[config.mk]
export PLATFORM = sky130hd
export DESIGN_NAME = rob_rename
export DESIGN_NICKNAME = d
export VERILOG_FILES = /design/src/rtl/rob_pkg.sv /design/src/rtl/rob_sdp_ram.sv /design/src/rtl/rob_snap_pool.sv /design/src/rtl/rob_rename_map.sv /design/src/rtl/rob_rename.sv
export SDC_FILE = /design/constraint.sdc
export NUM_CORES = 1
export LEC_CHECK = 0
export BUFFER_PORTS_ARGS = -buffer_cell sky130_fd_sc_hd__buf_2
export CORE_ASPECT_RATIO = 1.1
export CORE_MARGIN = 2
export CORE_UTILIZATION = 50
export DETAILED_ROUTE_END_ITERATION = 7
export PLACE_DENSITY = 0.69
export SLEW_MARGIN = 20
export SYNTH_ARGS = -nofsm -noshare
export SYNTH_HDL_FRONTEND = slang
export SYNTH_SLANG_ARGS = --single-unit
[constraint.sdc]
create_clock -name clk -period 3 [get_ports clk]
set_input_delay 0.6 -clock clk [delete_from_list [all_inputs] [get_ports clk]]
set_output_delay 0.6 -clock clk [all_outputs]
set_load 0.01 [all_outputs]
[src/rtl/rob_pkg.sv]
package rob_pkg;
  localparam int DEF_ROB_DEPTH = 8;
  localparam int DEF_NUM_AREGS = 8;
  localparam int DEF_DATA_W    = 16;
  localparam int DEF_NUM_SNAPS = 4;

  typedef enum logic {
    SLOT_FREE = 1'b0,
    SLOT_HELD = 1'b1
  } slot_state_e;
endpackage

[src/rtl/rob_sdp_ram.sv]
module rob_sdp_ram #(
  parameter int DEPTH = 8,
  parameter int WIDTH = 16,
  localparam int AW = (DEPTH > 1) ? $clog2(DEPTH) : 1
) (
  input  logic             clk,
  input  logic             we,
  input  logic [AW-1:0]    waddr,
  input  logic [WIDTH-1:0] wdata,
  input  logic [AW-1:0]    raddr,
  output logic [WIDTH-1:0] rdata
);
  logic [WIDTH-1:0] mem [DEPTH];

  // read-before-write, single registered read port
  always_ff @(posedge clk) begin
    if (we) mem[waddr] <= wdata;
    rdata <= mem[raddr];
  end
endmodule

[src/rtl/rob_snap_pool.sv]
module rob_snap_pool
  import rob_pkg::*;
#(
  parameter int NUM_SNAPS = 4,
  parameter int TAG_W     = 3,
  localparam int SNAP_W = (NUM_SNAPS > 1) ? $clog2(NUM_SNAPS) : 1
) (
  input  logic              clk,
  input  logic              rst,
  input  logic              take,
  input  logic [TAG_W-1:0]  take_owner,
  input  logic              release_en,
  input  logic [SNAP_W-1:0] release_id,
  input  logic              flush_en,
  input  logic [TAG_W-1:0]  flush_tag,
  input  logic [TAG_W-1:0]  head_idx,
  output logic              has_free,
  output logic [SNAP_W-1:0] free_id
);
  slot_state_e      state_q [NUM_SNAPS];
  logic [TAG_W-1:0] owner_q [NUM_SNAPS];
  logic [NUM_SNAPS-1:0] kill_c;
  logic [TAG_W-1:0] flush_age;

  assign flush_age = flush_tag - head_idx;

  // a slot dies with the flush when its owner is the flushed branch or younger
  always_comb begin
    for (int s = 0; s < NUM_SNAPS; s++) begin
      kill_c[s] = flush_en && (state_q[s] == SLOT_HELD) &&
                  ((owner_q[s] - head_idx) >= flush_age);
    end
  end

  // lowest-numbered free slot wins
  always_comb begin
    free_id  = '0;
    has_free = 1'b0;
    for (int s = NUM_SNAPS - 1; s >= 0; s--) begin
      if (state_q[s] == SLOT_FREE) begin
        free_id  = SNAP_W'(s);
        has_free = 1'b1;
      end
    end
  end

  always_ff @(posedge clk) begin
    if (rst) begin
      for (int s = 0; s < NUM_SNAPS; s++) state_q[s] <= SLOT_FREE;
    end else begin
      for (int s = 0; s < NUM_SNAPS; s++) begin
        if (kill_c[s] || (release_en && release_id == SNAP_W'(s))) state_q[s] <= SLOT_FREE;
        if (take && has_free && free_id == SNAP_W'(s)) begin
          state_q[s] <= SLOT_HELD;
          owner_q[s] <= take_owner;
        end
      end
    end
  end
endmodule

[src/rtl/rob_rename_map.sv]
module rob_rename_map #(
  parameter int NUM_AREGS = 8,
  parameter int TAG_W     = 3,
  parameter int NUM_SNAPS = 4,
  localparam int AREG_W = (NUM_AREGS > 1) ? $clog2(NUM_AREGS) : 1,
  localparam int SNAP_W = (NUM_SNAPS > 1) ? $clog2(NUM_SNAPS) : 1
) (
  input  logic              clk,
  input  logic              rst,
  input  logic              wr_en,
  input  logic [AREG_W-1:0] wr_areg,
  input  logic [TAG_W-1:0]  wr_tag,
  input  logic              clr_en,
  input  logic [AREG_W-1:0] clr_areg,
  input  logic [TAG_W-1:0]  clr_tag,
  input  logic              save_en,
  input  logic [SNAP_W-1:0] save_id,
  input  logic              restore_en,
  input  logic [SNAP_W-1:0] restore_id,
  input  logic [AREG_W-1:0] rd_areg,
  output logic              rd_busy,
  output logic [TAG_W-1:0]  rd_tag
);
  logic [NUM_AREGS-1:0] busy_q;
  logic [TAG_W-1:0]     tag_q [NUM_AREGS];
  logic [NUM_AREGS-1:0] sbusy_q [NUM_SNAPS];
  logic [TAG_W-1:0]     stag_q  [NUM_SNAPS][NUM_AREGS];

  logic [NUM_AREGS-1:0] cur_busy_c;
  logic [NUM_AREGS-1:0] sbusy_c [NUM_SNAPS];
  logic [NUM_AREGS-1:0] busy_d;
  logic [TAG_W-1:0]     tag_d [NUM_AREGS];

  // retirement drops a mapping only where the retiring tag still owns it,
  // in the live map and in every checkpoint
  always_comb begin
    for (int a = 0; a < NUM_AREGS; a++) begin
      cur_busy_c[a] = busy_q[a] &
        ~(clr_en && clr_areg == AREG_W'(a) && tag_q[a] == clr_tag);
    end
    for (int s = 0; s < NUM_SNAPS; s++) begin
      for (int a = 0; a < NUM_AREGS; a++) begin
        sbusy_c[s][a] = sbusy_q[s][a] &
          ~(clr_en && clr_areg == AREG_W'(a) && stag_q[s][a] == clr_tag);
      end
    end
  end

  always_comb begin
    for (int a = 0; a < NUM_AREGS; a++) begin
      busy_d[a] = restore_en ? sbusy_c[restore_id][a] : cur_busy_c[a];
      tag_d[a]  = restore_en ? stag_q[restore_id][a]  : tag_q[a];
      if (wr_en && wr_areg == AREG_W'(a)) begin
        busy_d[a] = 1'b1;
        tag_d[a]  = wr_tag;
      end
    end
  end

  always_ff @(posedge clk) begin
    if (rst) begin
      busy_q <= '0;
      for (int s = 0; s < NUM_SNAPS; s++) sbusy_q[s] <= '0;
    end else begin
      busy_q <= busy_d;
      for (int s = 0; s < NUM_SNAPS; s++) begin
        if (save_en && save_id == SNAP_W'(s)) sbusy_q[s] <= cur_busy_c;
        else                                  sbusy_q[s] <= sbusy_c[s];
      end
    end
  end

  always_ff @(posedge clk) begin
    for (int a = 0; a < NUM_AREGS; a++) tag_q[a] <= tag_d[a];
    for (int s = 0; s < NUM_SNAPS; s++) begin
      if (save_en && save_id == SNAP_W'(s)) begin
        for (int a = 0; a < NUM_AREGS; a++) stag_q[s][a] <= tag_q[a];
      end
    end
  end

  assign rd_busy = busy_q[rd_areg];
  assign rd_tag  = tag_q[rd_areg];
endmodule

[src/rtl/rob_rename.sv]
module rob_rename
  import rob_pkg::*;
#(
  parameter int ROB_DEPTH = DEF_ROB_DEPTH,
  parameter int NUM_AREGS = DEF_NUM_AREGS,
  parameter int DATA_W    = DEF_DATA_W,
  parameter int NUM_SNAPS = DEF_NUM_SNAPS,
  localparam int TAG_W  = $clog2(ROB_DEPTH),
  localparam int PTR_W  = TAG_W + 1,
  localparam int AREG_W = (NUM_AREGS > 1) ? $clog2(NUM_AREGS) : 1,
  localparam int SNAP_W = (NUM_SNAPS > 1) ? $clog2(NUM_SNAPS) : 1
) (
  input  logic              clk,
  input  logic              rst,
  input  logic              alloc_valid,
  input  logic              alloc_branch,
  input  logic              alloc_wr,
  input  logic [AREG_W-1:0] alloc_dest,
  output logic              alloc_ready,
  output logic [TAG_W-1:0]  alloc_tag,
  input  logic              cmp_valid,
  input  logic [TAG_W-1:0]  cmp_tag,
  input  logic [DATA_W-1:0] cmp_data,
  input  logic              cmp_exc,
  input  logic              res_valid,
  input  logic [TAG_W-1:0]  res_tag,
  input  logic              res_mispredict,
  input  logic [AREG_W-1:0] lookup_areg,
  output logic              lkp_busy,
  output logic [TAG_W-1:0]  lkp_tag,
  output logic [DATA_W-1:0] lkp_data,
  output logic              cmt_valid,
  output logic [TAG_W-1:0]  cmt_tag,
  output logic              cmt_wr,
  output logic [AREG_W-1:0] cmt_areg,
  output logic [DATA_W-1:0] cmt_data,
  output logic              cmt_exc
);
  // ring pointers carry one wrap bit above the index
  logic [PTR_W-1:0] head_q, tail_q;
  logic [TAG_W-1:0] head_idx, tail_idx;
  logic             ring_empty, ring_full;

  // per-entry control state
  logic [ROB_DEPTH-1:0] done_q, wr_q, br_q, exc_q;
  logic [AREG_W-1:0]    dest_q [ROB_DEPTH];
  logic [SNAP_W-1:0]    snap_q [ROB_DEPTH];

  logic              mis, res_ok, alloc_fire, alloc_writes, do_cmt;
  logic              snap_avail;
  logic [SNAP_W-1:0] snap_pick;
  logic [TAG_W-1:0]  res_age;
  logic [PTR_W-1:0]  rollback_ptr;
  logic              map_busy;
  logic [TAG_W-1:0]  map_tag;
  logic [DATA_W-1:0] arf_rdata;
  logic              byp_q;
  logic [DATA_W-1:0] byp_data_q;

  assign head_idx   = head_q[TAG_W-1:0];
  assign tail_idx   = tail_q[TAG_W-1:0];
  assign ring_empty = (head_q == tail_q);
  assign ring_full  = (head_idx == tail_idx) && (head_q[TAG_W] != tail_q[TAG_W]);

  assign mis    = res_valid && res_mispredict;
  assign res_ok = res_valid && !res_mispredict;

  assign alloc_ready  = !ring_full && !mis && (!alloc_branch || snap_avail);
  assign alloc_fire   = alloc_valid && alloc_ready;
  assign alloc_writes = alloc_fire && alloc_wr && !alloc_branch;
  assign alloc_tag    = tail_idx;

  assign do_cmt = !ring_empty && done_q[head_idx];

  // new tail sits just after the mispredicted branch
  assign res_age      = res_tag - head_idx;
  assign rollback_ptr = head_q + {1'b0, res_age} + {{TAG_W{1'b0}}, 1'b1};

  always_ff @(posedge clk) begin
    if (rst) begin
      head_q <= '0;
      tail_q <= '0;
    end else begin
      if (do_cmt)          head_q <= head_q + 1'b1;
      if (mis)             tail_q <= rollback_ptr;
      else if (alloc_fire) tail_q <= tail_q + 1'b1;
    end
  end

  always_ff @(posedge clk) begin
    if (rst) begin
      done_q <= '0;
    end else begin
      if (alloc_fire) begin
        done_q[tail_idx] <= 1'b0;
        exc_q[tail_idx]  <= 1'b0;
        wr_q[tail_idx]   <= alloc_wr && !alloc_branch;
        br_q[tail_idx]   <= alloc_branch;
        dest_q[tail_idx] <= alloc_dest;
        snap_q[tail_idx] <= snap_pick;
      end
      if (cmp_valid) begin
        done_q[cmp_tag] <= 1'b1;
        exc_q[cmp_tag]  <= cmp_exc;
      end
      if (res_valid && br_q[res_tag]) begin
        done_q[res_tag] <= 1'b1;
        exc_q[res_tag]  <= 1'b0;
      end
    end
  end

  // retirement record; value comes from the result store read port
  always_ff @(posedge clk) begin
    if (rst) begin
      cmt_valid <= 1'b0;
      cmt_wr    <= 1'b0;
      cmt_exc   <= 1'b0;
    end else begin
      cmt_valid <= do_cmt;
      cmt_wr    <= do_cmt && wr_q[head_idx];
      cmt_exc   <= do_cmt && exc_q[head_idx];
    end
  end

  always_ff @(posedge clk) begin
    cmt_tag  <= head_idx;
    cmt_areg <= dest_q[head_idx];
  end

  rob_sdp_ram #(.DEPTH(ROB_DEPTH), .WIDTH(DATA_W)) u_result_store (
    .clk   (clk),
    .we    (cmp_valid),
    .waddr (cmp_tag),
    .wdata (cmp_data),
    .raddr (head_idx),
    .rdata (cmt_data)
  );

  // architectural file is written one cycle after the retirement record
  rob_sdp_ram #(.DEPTH(NUM_AREGS), .WIDTH(DATA_W)) u_arch_file (
    .clk   (clk),
    .we    (cmt_valid && cmt_wr),
    .waddr (cmt_areg),
    .wdata (cmt_data),
    .raddr (lookup_areg),
    .rdata (arf_rdata)
  );

  rob_snap_pool #(.NUM_SNAPS(NUM_SNAPS), .TAG_W(TAG_W)) u_snap_pool (
    .clk        (clk),
    .rst        (rst),
    .take       (alloc_fire && alloc_branch),
    .take_owner (tail_idx),
    .release_en (res_ok),
    .release_id (snap_q[res_tag]),
    .flush_en   (mis),
    .flush_tag  (res_tag),
    .head_idx   (head_idx),
    .has_free   (snap_avail),
    .free_id    (snap_pick)
  );

  rob_rename_map #(.NUM_AREGS(NUM_AREGS), .TAG_W(TAG_W), .NUM_SNAPS(NUM_SNAPS)) u_map (
    .clk        (clk),
    .rst        (rst),
    .wr_en      (alloc_writes),
    .wr_areg    (alloc_dest),
    .wr_tag     (tail_idx),
    .clr_en     (do_cmt && wr_q[head_idx]),
    .clr_areg   (dest_q[head_idx]),
    .clr_tag    (head_idx),
    .save_en    (alloc_fire && alloc_branch),
    .save_id    (snap_pick),
    .restore_en (mis),
    .restore_id (snap_q[res_tag]),
    .rd_areg    (lookup_areg),
    .rd_busy    (map_busy),
    .rd_tag     (map_tag)
  );

  // lookup view: map state and file value, with a bypass for the file write in flight
  always_ff @(posedge clk) begin
    if (rst) begin
      lkp_busy <= 1'b0;
      lkp_tag  <= '0;
      byp_q    <= 1'b0;
    end else begin
      lkp_busy <= map_busy;
      lkp_tag  <= map_tag;
      byp_q    <= cmt_valid && cmt_wr && (cmt_areg == lookup_areg);
    end
    byp_data_q <= cmt_data;
  end

  assign lkp_data = byp_q ? byp_data_q : arf_rdata;
endmodule

==> reports/qor.csv <==
stage,metric,value,unit
clocking,H-tree depth,2,
place,detailed placer's ending HPWL,38.5,mm
clocking,CTS Root Cell,clkbuf_16,
yosys,Post-Synth XOR/XNOR Area,5.08,%
floorplanning,Die W,218,um
cells_and_area,fin area,0.0289,sq mm
cells_and_area,Synth-to-Final Area Change,14.8,%
place,pre-CTS WS,-4.83,ps
timing,Worst Clk Skew,35.9,ps
global_routing,vias in the first global route,15000,
global_routing,global-route wire length before repair,91.5,mm
routing,Residual DRC,0,
routing,via count,15100,
global_routing,Global Route Usage Sum,23.5,%
yosys,Yosys Warn Count,0,
timing,Hold Slack,231,ps
yosys,Yosys top cell area share,58.3,%
place,Placer Congestion,0.874,
yosys,"flops & latches, synth",577,
yosys,unique cell type count in the Yosys netlist,63,
timing,RSZ-0062 raised after global routing,true,
global_routing,overflow left after global routing,0,
critical_path,Startpoint Class,flip-flop,
clocking,TritonCTS clock tree,built,
power,peak supply drop,505,uV
cells_and_area,multi-input logic area,0.00836,sq mm
yosys,post-synthesis mux area share,12.7,%
yosys,post-synthesis simple-gate area fraction,7.24,%
yosys,largest family of logic cells by synthesized area,multiplexers,
clocking,"Hold-fix buffers, CTS",0,
place,Post-DP Area,0.0270,sq mm
clocking,Max Buffers Root-to-Sink,3,
yosys,Syn Std Cell Area,0.0252,sq mm
critical_path,Worst Path Max Fanout,17,
timing,"Slew Viols, Final",0,
routing,First DRT Iteration DRCs,1385,
yosys,biggest area consumer among synthesized cells,edfxtp_1,
yosys,ys async rst share,0,%
place,# port buffers,85,
yosys,Avg Synthesized Cell Area,15.3,sq um
yosys,compound-cell area share of the yosys netlist,5.96,%
clocking,Num CTS Buffers,57,
yosys,"Seq/Total Area, Yosys",65.3,%
clocking,Post-CTS Setup Inserts,0,
power,Leak,9.76,nW
timing,Tcrit/Tclk final,95.8,%
clocking,clk slew on worst S/H paths,60,ps
timing,final hold vios,0,
timing,Fin Setup TNS,0,ps
floorplanning,row count,86,
critical_path,"reg-to-reg slack, setup",130,ps
cells_and_area,layout cell share with drive strength beyond 1,26.5,%
clocking,CTS sink cnt,577,
routing,DRT Pass-1 Iters,6,
timing,Setup Viol. Count Final,0,
routing,WL final,60.6,mm
min_path,class of the worst hold path,input port to flip-flop,
timing,Max transition margin,37.8,%
critical_path,Worst EP arrival,3390,ps
cells_and_area,Filler cells,3860,
yosys,Post-Synthesis Cells,1647,
routing,Via-to-Cell Ratio,5.97,
yosys,Synth Area in Adders,1.49,%
cells_and_area,nets,1872,
run,Max-Cap Viols,0,
timing,Final min period,2870,ps
clocking,Skew-Pair Late Insertion Delay,640,ps
floorplanning,Ports,86,
yosys,"Top FF cell, synth",edfxtp_1,
critical_path,crit path capture type,flip-flop,
global_routing,antenna violations before repair,2,
global_routing,largest net degree at the start of global routing,62,
routing,final antenna-violating net count,0,
timing,Slew @ Worst Pin,933,ps
yosys,Post-synth EDFFs,488,
cells_and_area,Util after Layout,57.8,%
outcome,outcome,completed,
floorplanning,core area,0.0499,sq mm
timing,Max Fclk,348,MHz
yosys,Synth area leaders,"edfxtp_1 (58%), mux4_2 (7.6%), dfxtp_1 (7.1%)",
critical_path,CP Data Required Time,3520,ps
routing,DR WL/cell,24.0,um
critical_path,CP Class,flip-flop to flip-flop,
timing,PnR worst setup slack,127,ps
floorplanning,Starting Density,50.4,%
power,pwr dens,643,mW/mm^2
floorplanning,die area,0.0521,sq mm
floorplanning,die extent in y,239,um
cells_and_area,Register Area,0.0164,sq mm
metal layers:
| layer | global-route usage (%) | wire length (um) | up-vias |
|---|---|---|---|
| met5 | 0 | 0 | - |
| met4 | 8.91 | 1850 | 0 |
| met3 | 3.16 | 4230 | 143 |
| met2 | 38.8 | 29700 | 622 |
| met1 | 32.1 | 24800 | 7627 |
| li1 | - | - | 6661 |
what timing repair did:
action | CTS | global route
resized for setup | 1 | 1
gates cloned | 0 | 0
endpoints found under the setup margin | 1 | 2
pin swaps | 0 | 1
synthesized netlist by cell type (11+ instances only):
cell,number
a21oi_1,38
and2_1,28
edfxtp_1,488
o311a_1,13
nand3b_1,11
a211oi_1,27
mux2_2,92
a31oi_1,27
nor3_1,24
xor2_1,25
o41ai_1,21
mux4_2,85
nor2_1,66
dfxtp_1,89
buf_1,19
buf_2,20
or2_2,17
xnor2_1,121
nand3_1,57
nand2_1,94
ha_1,18
inv_1,27
mux2i_1,24
clkbuf_1,63
nand2b_1,16
final cells by class:
class,count,share of cell area (%)
clock inverter,40,1.27
multi-input combinational,966,29.0
timing repair buffer,180,4.42
sequential,577,56.9
tap,660,2.86
clock buffer,68,5.12
antenna,2,0.0173
inverter,29,0.416
worst max-delay path, stage by stage, from the launching register on:
cell and delay, ps:
dfxtp_4 490, mux2_2 210, a2bb2oi_2 320, nand4_2 560
or3_1 590, o211a_1 250, o311a_1 330
registers in the layout, summed over array words and instances (netlist names), 4 cells and up, named ones only:
signal and cells:
u_arch_file.mem 128, u_result_store.mem 128, u_map.stag_q 96, u_map.sbusy_q 32, dest_q 24, u_map.tag_q 24
byp_data_q 16, snap_q 16, u_arch_file.rdata 16, u_result_store.rdata 16, u_snap_pool.owner_q 12, br_q 8
done_q 8, exc_q 8, u_map.busy_q 8, wr_q 8, head_q 4, tail_q 4
u_snap_pool.state_q 4
path summary, 6_finish.rpt:
| path | from | cells after the start | to |
|---|---|---|---|
| setup / recovery | head_q[1]$_SDFFE_PP0P_ | 6 | u_map.busy_q[7]$_SDFF_PP0_ |
| hold / removal | cmp_data[6] | 1 | u_result_store.mem[3][6]$_DFFE_PP_ |
| setup reg to reg | head_q[1]$_SDFFE_PP0P_ | 6 | u_map.busy_q[7]$_SDFF_PP0_ |
| hold reg to reg | u_result_store.rdata[1]$_DFF_P_ | 0 | byp_data_q[1]$_DFF_P_ |
cell usage in the layout, fill, tap and decap left out, types with 32 or more instances in the layout:
cell | Yosys | final
buf_4 | 4 | 84
nand2_1 | 94 | 93
mux4_2 | 85 | 85
a21oi_1 | 38 | 38
edfxtp_1 | 488 | 488
nor2_1 | 66 | 60
xnor2_1 | 121 | 121
dfxtp_1 | 89 | 85
mux2_2 | 92 | 92
conb_1 | 1 | 32
nand3_1 | 57 | 57
buf_2 | 20 | 85
clkbuf_16 | 0 | 57
stage by stage:
stage / instances / power [mW]
finish: 2522 / 18.6
CTS: 2520 / 18.7
detailed placement: 2412 / 11.7
floorplan: 1678 / 10.9
global route: 2522 / 19.2
global placement: 2412 / 11.7
power by group:
| part | total, mW | switching, mW | internal, mW |
|---|---|---|---|
| registers | 9.39 | 0.289 | 9.10 |
| clock network | 7.02 | 3.05 | 3.96 |
| logic | 2.18 | 1.25 | 0.927 |
| total | 18.6 | 4.59 | 14.0 |
cell families (layout without fill, tap and decap cells):
family,after synthesis,in the layout
other,1,34
buffers and inverters,135,317
XOR/XNOR,146,146
adder cells (fa/ha/maj),27,27
AO/OA/AOI/OAI,201,201
AND/OR/NAND/NOR,359,359
flip-flops,577,577
multiplexers,201,201
(Power assumes the default switching activity.)
